File: config.mk
export PLATFORM = sky130hd
export DESIGN_NAME = haptic_power_ctl
export DESIGN_NICKNAME = d
export VERILOG_FILES = /design/src/rtl/hpc_pkg.sv /design/src/rtl/hpc_control.sv /design/src/rtl/hpc_regs.sv /design/src/rtl/haptic_power_ctl.sv
export SDC_FILE = /design/constraint.sdc
export NUM_CORES = 1
export LEC_CHECK = 0
export BUFFER_PORTS_ARGS = -buffer_cell sky130_fd_sc_hd__buf_2
export CAP_MARGIN = 20
export CORE_MARGIN = 1.5
export CORE_UTILIZATION = 54
export DETAILED_ROUTE_END_ITERATION = 8
export GPL_ROUTABILITY_DRIVEN = 0
export PLACE_DENSITY = 0.76
export REMOVE_ABC_BUFFERS = 1
export SLEW_MARGIN = 15
export SYNTH_ARGS = -nofsm -noshare
export SYNTH_HDL_FRONTEND = slang
export SYNTH_SLANG_ARGS = --single-unit
File: constraint.sdc
create_clock -name clk -period 1.5 [get_ports clk]
set_input_delay 0.225 -clock clk [delete_from_list [all_inputs] [get_ports clk]]
set_output_delay 0.225 -clock clk [all_outputs]
set_load 0.05 [all_outputs]
File: src/rtl/hpc_pkg.sv
package hpc_pkg;
  typedef enum logic [1:0] {
    PWR_SHUT = 2'd0,
    PWR_STBY = 2'd1,
    PWR_ACT  = 2'd2
  } pwrState_t;

  typedef struct packed {
    logic wrEn;
    logic rdEn;
    logic loadDefaults;
  } hpcStrobes_t;

  localparam int STBY_BIT = 0;
  localparam int SRST_BIT = 7;

  function automatic logic [7:0] regDefault(input int idx);
    int prod;
    prod = idx * 17;
    return (idx == 0) ? 8'h01 : prod[7:0];
  endfunction
endpackage

File: src/rtl/hpc_control.sv
module hpc_control
  import hpc_pkg::*;
#(
  parameter int RST_CYCLES = 4
) (
  input  logic        clk,
  input  logic        rstN,
  input  logic        enPin,
  input  logic        regWr,
  input  logic        regRd,
  input  logic        ctrlHit,
  input  logic        wrStby,
  input  logic        wrSrst,
  input  logic        standbyBit,
  output hpcStrobes_t strobes,
  output logic        busy,
  output pwrState_t   state,
  output logic        playAbort,
  output logic        defaultsLoad,
  output logic        regAck,
  output logic        regRdValid
);
  localparam int CNT_W = $clog2(RST_CYCLES + 1);
  localparam logic [CNT_W-1:0] CNT_LOAD = CNT_W'(RST_CYCLES);

  logic enMeta, enSync;
  logic [CNT_W-1:0] rstCnt;
  logic wrAccepted, devRst, stbyNext;
  pwrState_t nextState;

  always_ff @(posedge clk or negedge rstN) begin
    if (!rstN) begin
      enMeta <= 1'b0;
      enSync <= 1'b0;
    end else begin
      enMeta <= enPin;
      enSync <= enMeta;
    end
  end

  assign busy       = (rstCnt != '0);
  assign wrAccepted = regWr && enSync && !busy;
  assign devRst     = wrAccepted && ctrlHit && wrSrst;

  always_comb begin
    strobes.wrEn         = wrAccepted && !devRst;
    strobes.rdEn         = regRd && enSync;
    strobes.loadDefaults = devRst;
  end

  always_comb begin
    if (devRst)                        stbyNext = 1'b1;
    else if (strobes.wrEn && ctrlHit)  stbyNext = wrStby;
    else                               stbyNext = standbyBit;
  end

  always_comb begin
    if (!enSync)       nextState = PWR_SHUT;
    else if (stbyNext) nextState = PWR_STBY;
    else               nextState = PWR_ACT;
  end

  always_ff @(posedge clk or negedge rstN) begin
    if (!rstN) begin
      state        <= PWR_SHUT;
      playAbort    <= 1'b0;
      defaultsLoad <= 1'b0;
      rstCnt       <= '0;
      regAck       <= 1'b0;
      regRdValid   <= 1'b0;
    end else begin
      state        <= nextState;
      playAbort    <= (state == PWR_ACT) && (nextState != PWR_ACT);
      defaultsLoad <= devRst;
      if (devRst)    rstCnt <= CNT_LOAD;
      else if (busy) rstCnt <= rstCnt - 1'b1;
      regAck       <= regWr || regRd;
      regRdValid   <= strobes.rdEn;
    end
  end

  assert_shut_when_low_R1: assert property (@(posedge clk) disable iff (!rstN)
    !enSync |=> state == PWR_SHUT);
  assert_ack_always_R3: assert property (@(posedge clk) disable iff (!rstN)
    (regWr || regRd) |=> regAck);
  assert_read_blocked_R3: assert property (@(posedge clk) disable iff (!rstN)
    (regRd && !enSync) |=> !regRdValid);
  assert_reset_to_standby_R7: assert property (@(posedge clk) disable iff (!rstN)
    (devRst && enSync) |=> (state == PWR_STBY) && defaultsLoad);
  assert_abort_single_R9: assert property (@(posedge clk) disable iff (!rstN)
    playAbort |=> !playAbort);
  assert_abort_on_exit_R9: assert property (@(posedge clk) disable iff (!rstN)
    playAbort |-> ($past(state) == PWR_ACT) && (state != PWR_ACT));
endmodule

File: src/rtl/hpc_regs.sv
module hpc_regs
  import hpc_pkg::*;
#(
  parameter int ADDR_W = 3
) (
  input  logic              clk,
  input  logic              rstN,
  input  hpcStrobes_t       strobes,
  input  logic [ADDR_W-1:0] addr,
  input  logic [7:0]        wrData,
  input  logic              busy,
  output logic [7:0]        rdData,
  output logic              standbyBit
);
  localparam int NUM_REGS = 1 << ADDR_W;

  logic [7:0] regView [NUM_REGS];

  always_ff @(posedge clk or negedge rstN) begin
    if (!rstN)                     standbyBit <= 1'b1;
    else if (strobes.loadDefaults) standbyBit <= 1'b1;
    else if (strobes.wrEn && addr == '0) standbyBit <= wrData[STBY_BIT];
  end

  always_comb begin
    regView[0]           = 8'h00;
    regView[0][STBY_BIT] = standbyBit;
    regView[0][SRST_BIT] = busy;
  end

  for (genvar i = 1; i < NUM_REGS; i++) begin : gReg
    logic [7:0] q;
    always_ff @(posedge clk or negedge rstN) begin
      if (!rstN)                     q <= regDefault(i);
      else if (strobes.loadDefaults) q <= regDefault(i);
      else if (strobes.wrEn && addr == ADDR_W'(i)) q <= wrData;
    end
    assign regView[i] = q;
  end

  always_ff @(posedge clk or negedge rstN) begin
    if (!rstN)             rdData <= 8'h00;
    else if (strobes.rdEn) rdData <= regView[addr];
    else                   rdData <= 8'h00;
  end

  assert_no_write_when_busy_R8: assert property (@(posedge clk) disable iff (!rstN)
    busy |-> !strobes.wrEn && !strobes.loadDefaults);
  assert_defaults_set_standby_R7: assert property (@(posedge clk) disable iff (!rstN)
    strobes.loadDefaults |=> standbyBit);
endmodule

File: src/rtl/haptic_power_ctl.sv
module haptic_power_ctl
  import hpc_pkg::*;
#(
  parameter int ADDR_W     = 3,
  parameter int RST_CYCLES = 4
) (
  input  logic              clk,
  input  logic              rstN,
  input  logic              enPin,
  input  logic              regWr,
  input  logic              regRd,
  input  logic [ADDR_W-1:0] regAddr,
  input  logic [7:0]        regWdata,
  output logic              regAck,
  output logic              regRdValid,
  output logic [7:0]        regRdata,
  output logic [1:0]        pwrState,
  output logic              playAbort,
  output logic              defaultsLoad,
  output logic              deepSleep,
  output logic              lightSleep
);
  hpcStrobes_t strobes;
  pwrState_t   state;
  logic        busy, standbyBit;

  hpc_control #(.RST_CYCLES(RST_CYCLES)) uControl (
    .clk(clk), .rstN(rstN), .enPin(enPin), .regWr(regWr), .regRd(regRd),
    .ctrlHit(regAddr == '0), .wrStby(regWdata[STBY_BIT]), .wrSrst(regWdata[SRST_BIT]),
    .standbyBit(standbyBit), .strobes(strobes), .busy(busy), .state(state),
    .playAbort(playAbort), .defaultsLoad(defaultsLoad), .regAck(regAck),
    .regRdValid(regRdValid)
  );

  hpc_regs #(.ADDR_W(ADDR_W)) uRegs (
    .clk(clk), .rstN(rstN), .strobes(strobes), .addr(regAddr), .wrData(regWdata),
    .busy(busy), .rdData(regRdata), .standbyBit(standbyBit)
  );

  assign pwrState   = state;
  assign deepSleep  = (state == PWR_SHUT);
  assign lightSleep = (state == PWR_STBY);
endmodule

==> impl_metrics.env <==
export IMPL_status="finished with violations"
export IMPL_violations="negative setup slack"
export IMPL_finalWorstSetupSlack_ns=-0.174
export IMPL_yosysSeqAreaShare_pct=49.6
export IMPL_wl_per_cell_um=22.3
export IMPL_p_leak_nw=2.12
export IMPL_min_delay_start="regRd"
export IMPL_drtPass1Iterations=5
export IMPL_r2r_end="uRegs.gReg[7].q[4]"
export IMPL_required_ns=1.79
export IMPL_max_freq_mhz=598
export IMPL_ir_drop_mv=0.634
export IMPL_dp_final_hpwl_um=6760
export IMPL_post_route_period_util_pct=112
export IMPL_fin_area_um2=5060
export IMPL_pre_cts_slack_ns=-0.167
export IMPL_max_slew_margin_pct=64.7
export IMPL_timing_rr_start="uControl.rstCnt[0]"
export IMPL_hold_path_class="in2reg"
export IMPL_period_minus_slack_ns=1.67
export IMPL_final_core_util_pct=73.6
export IMPL_cts_root_buffer="clkbuf_8"
export IMPL_antenna_found_initial=0
export IMPL_p_total_mw=6.88
export IMPL_vias=3283
export IMPL_cellPowerDensity_nw_per_um2=1360
export IMPL_finalSetupTns_ns=-6.37
export IMPL_grt_pass1_wl_um=17000
export IMPL_async_flop_share_pct=100
export IMPL_cts_tree="yes"
export IMPL_start_util_pct=56.7
export IMPL_via_per_inst=6.67
export IMPL_drtIter0Drc=386
export IMPL_grt_pass1_vias=3240
export IMPL_dieArea_um2=7740
export IMPL_r2r_cells=8
export IMPL_syn_area_um2=3900
export IMPL_crit_path_end_kind="flip-flop"
export IMPL_crit_fanout=7
export IMPL_dp_cells=463
export IMPL_clockBufferDepth=2
export IMPL_crit_arrival_ns=1.96
export IMPL_pin_count=32
export IMPL_drcViolationCount=0
export IMPL_cp_start_kind="flip-flop"
export IMPL_finalMaxSlewViolations=0
export IMPL_setup_viol=59
export IMPL_critical_path_class="reg2reg"
export IMPL_yosysWarnings=0
export IMPL_synth_seq_cells=76
export IMPL_clkLatencyLatePin_ns=0.35
export IMPL_fin_nets=409
export IMPL_hold_viol=0
export IMPL_synth_most_common_cell="dfrtp_1"
export IMPL_drtAntennaViolNets=0
export IMPL_fp_dieH_um=88.0
export IMPL_cap_viol_max_count=0
export IMPL_yosys_top_cells_area="dfrtp_1 (33%), dfstp_2 (17%), a22o_1 (5.8%)"
export IMPL_fill_cells=432
export IMPL_portBuffers=31
export IMPL_synth_top_area_share_pct=32.7
export IMPL_wirelength_um=11000
export IMPL_fin_hold_ws_ns=0.107
export IMPL_synth_avg_cell_area_um2=12.4
export IMPL_postSynthCellCount=314
export IMPL_cts_buffers_inserted=9
export IMPL_grt_max_degree=32
export IMPL_rsz0062_at_grt="yes"
export IMPL_yosysTopAreaCell="dfrtp_1"
export IMPL_cts_htree_levels=3
export IMPL_diodes=0
export IMPL_globalRouteTotalUtil_pct=29.8
export IMPL_hold_end="uControl.regAck"
export IMPL_cts_sinks=76
export IMPL_dpl_cell_area_um2=4470
export IMPL_synth_ff_type="dfrtp_1"
export IMPL_synth_cell_types=61
export IMPL_drive_gt1_share_pct=52.3
export IMPL_tightestPinTransition_ns=0.528
export IMPL_fp_coreArea_um2=6870
export IMPL_whs_path_depth=2
export IMPL_die_x_um=88.0
export IMPL_rows=30
export IMPL_r2r_setup_slack_ns=-0.17
export IMPL_overflow=0
export IMPL_clk_pin_slew_ns=0.08
export IMPL_synth_common_cells="dfrtp_1 (51), a22o_1 (26), dfstp_2 (25), buf_2 (16), o22ai_1 (16)"
export IMPL_worst_clock_skew_ns=0.00522
export IMPL_syn_to_final_growth_pct=29.8
export IMPL_synth_edf_count=0
export IMPL_finalNonFillerCells=492
-- worst max path at each step --
stage | startpoint | to | slack [ns] | depth (start not counted)
2_1_floorplan | uControl.rstCnt[0] | uRegs.gReg[5].q[0] | -0.34 | 5
3_3_place_gp | uControl.rstCnt[0] | uRegs.gReg[5].q[1] | -0.1 | 6
3_5_place_dp | uControl.rstCnt[0] | uRegs.gReg[5].q[1] | -0.17 | 6
4_1_cts | uControl.rstCnt[1] | uRegs.gReg[7].q[2] | -0.15 | 8
5_1_grt | uControl.rstCnt[0] | uRegs.gReg[7].q[4] | -0.23 | 8
6_report | uControl.rstCnt[0] | uRegs.gReg[7].q[4] | -0.17 | 8
-- routing by layer --
layer  wire length (um)  vias to the layer above  part of all wire, %  track usage (%)
li1                   -                     1384                    -                -
met2               5240                      214                   48             46.3
met3               1060                       44                  9.7             8.86
met1               4350                     1641                   40             39.6
met5                  0                        -                    0                0
met4                306                        0                  2.8             11.1
-- critical path: stages (launching register included) --
cell	delay (ns)
dfrtp_1	0.40
inv_2	0.09
ha_4	0.14
buf_6	0.10
nand4b_4	0.14
clkbuf_16	0.21
a21oi_4	0.19
clkbuf_16	0.20
a2bb2oi_2	0.13
-- sequential cells by signal, summed over array words and instances (netlist names) --
| register | flops |
|---|---|
| uControl.defaultsLoad | 1 |
| uControl.enMeta | 1 |
| uControl.enSync | 1 |
| uControl.playAbort | 1 |
| uControl.regAck | 1 |
| uControl.regRdValid | 1 |
| uControl.rstCnt | 3 |
| uControl.state | 2 |
| uRegs.gReg.q | 56 |
| uRegs.rdData | 8 |
| uRegs.standbyBit | 1 |
-- cells in the final DEF (no fill, tap or decap), drive strengths merged, types with 8 or more instances in the layout --
cell	instances
a221oi	8
or3b	10
mux4	9
a2bb2oi	14
inv	8
o22ai	16
buf	89
nor2	11
o22a	10
nor3	13
nand3b	12
dfstp	25
clkbuf	13
dfrtp	51
a22o	26
-- area by class of cell --
cell class	instances	area, um^2	area share (%)
Clock buffer	11	131	2.60
Clock inverter	5	53.8	1.06
Inverter	8	30.0	0.594
Multi-Input combinational cell	202	1990	39.3
Sequential cell	76	1930	38.2
Tap cell	96	120	2.37
Timing Repair Buffer	94	805	15.9
-- report_power, final --
group	internal, mW	switching [mW]
clock network	0.764	0.743
registers	2.71	0.393
logic	1.20	1.07
total	4.67	2.21
-- kinds of logic (layout without fill, tap and decap cells) --
logic type,count (synthesis),in the layout,synth area share [%]
simple gates,74,74,13.0
buf+inv,36,118,4.69
mux,15,15,6.93
compound gates,110,110,24.9
flops,76,76,49.6
xor+xnor,1,1,0.225
fa+ha+maj,2,2,0.642
-- what timing repair did --
action                                 4_1_cts  5_1_grt
gates resized for setup                     32       21
gates cloned                                 4        0
endpoints found under the hold margin       13        0
hold buffers                                 2        0
buffers inserted                             4        4
setup endpoints to repair                   61       62
pin swaps                                   17        8
Power figures use the tool's default switching activity.
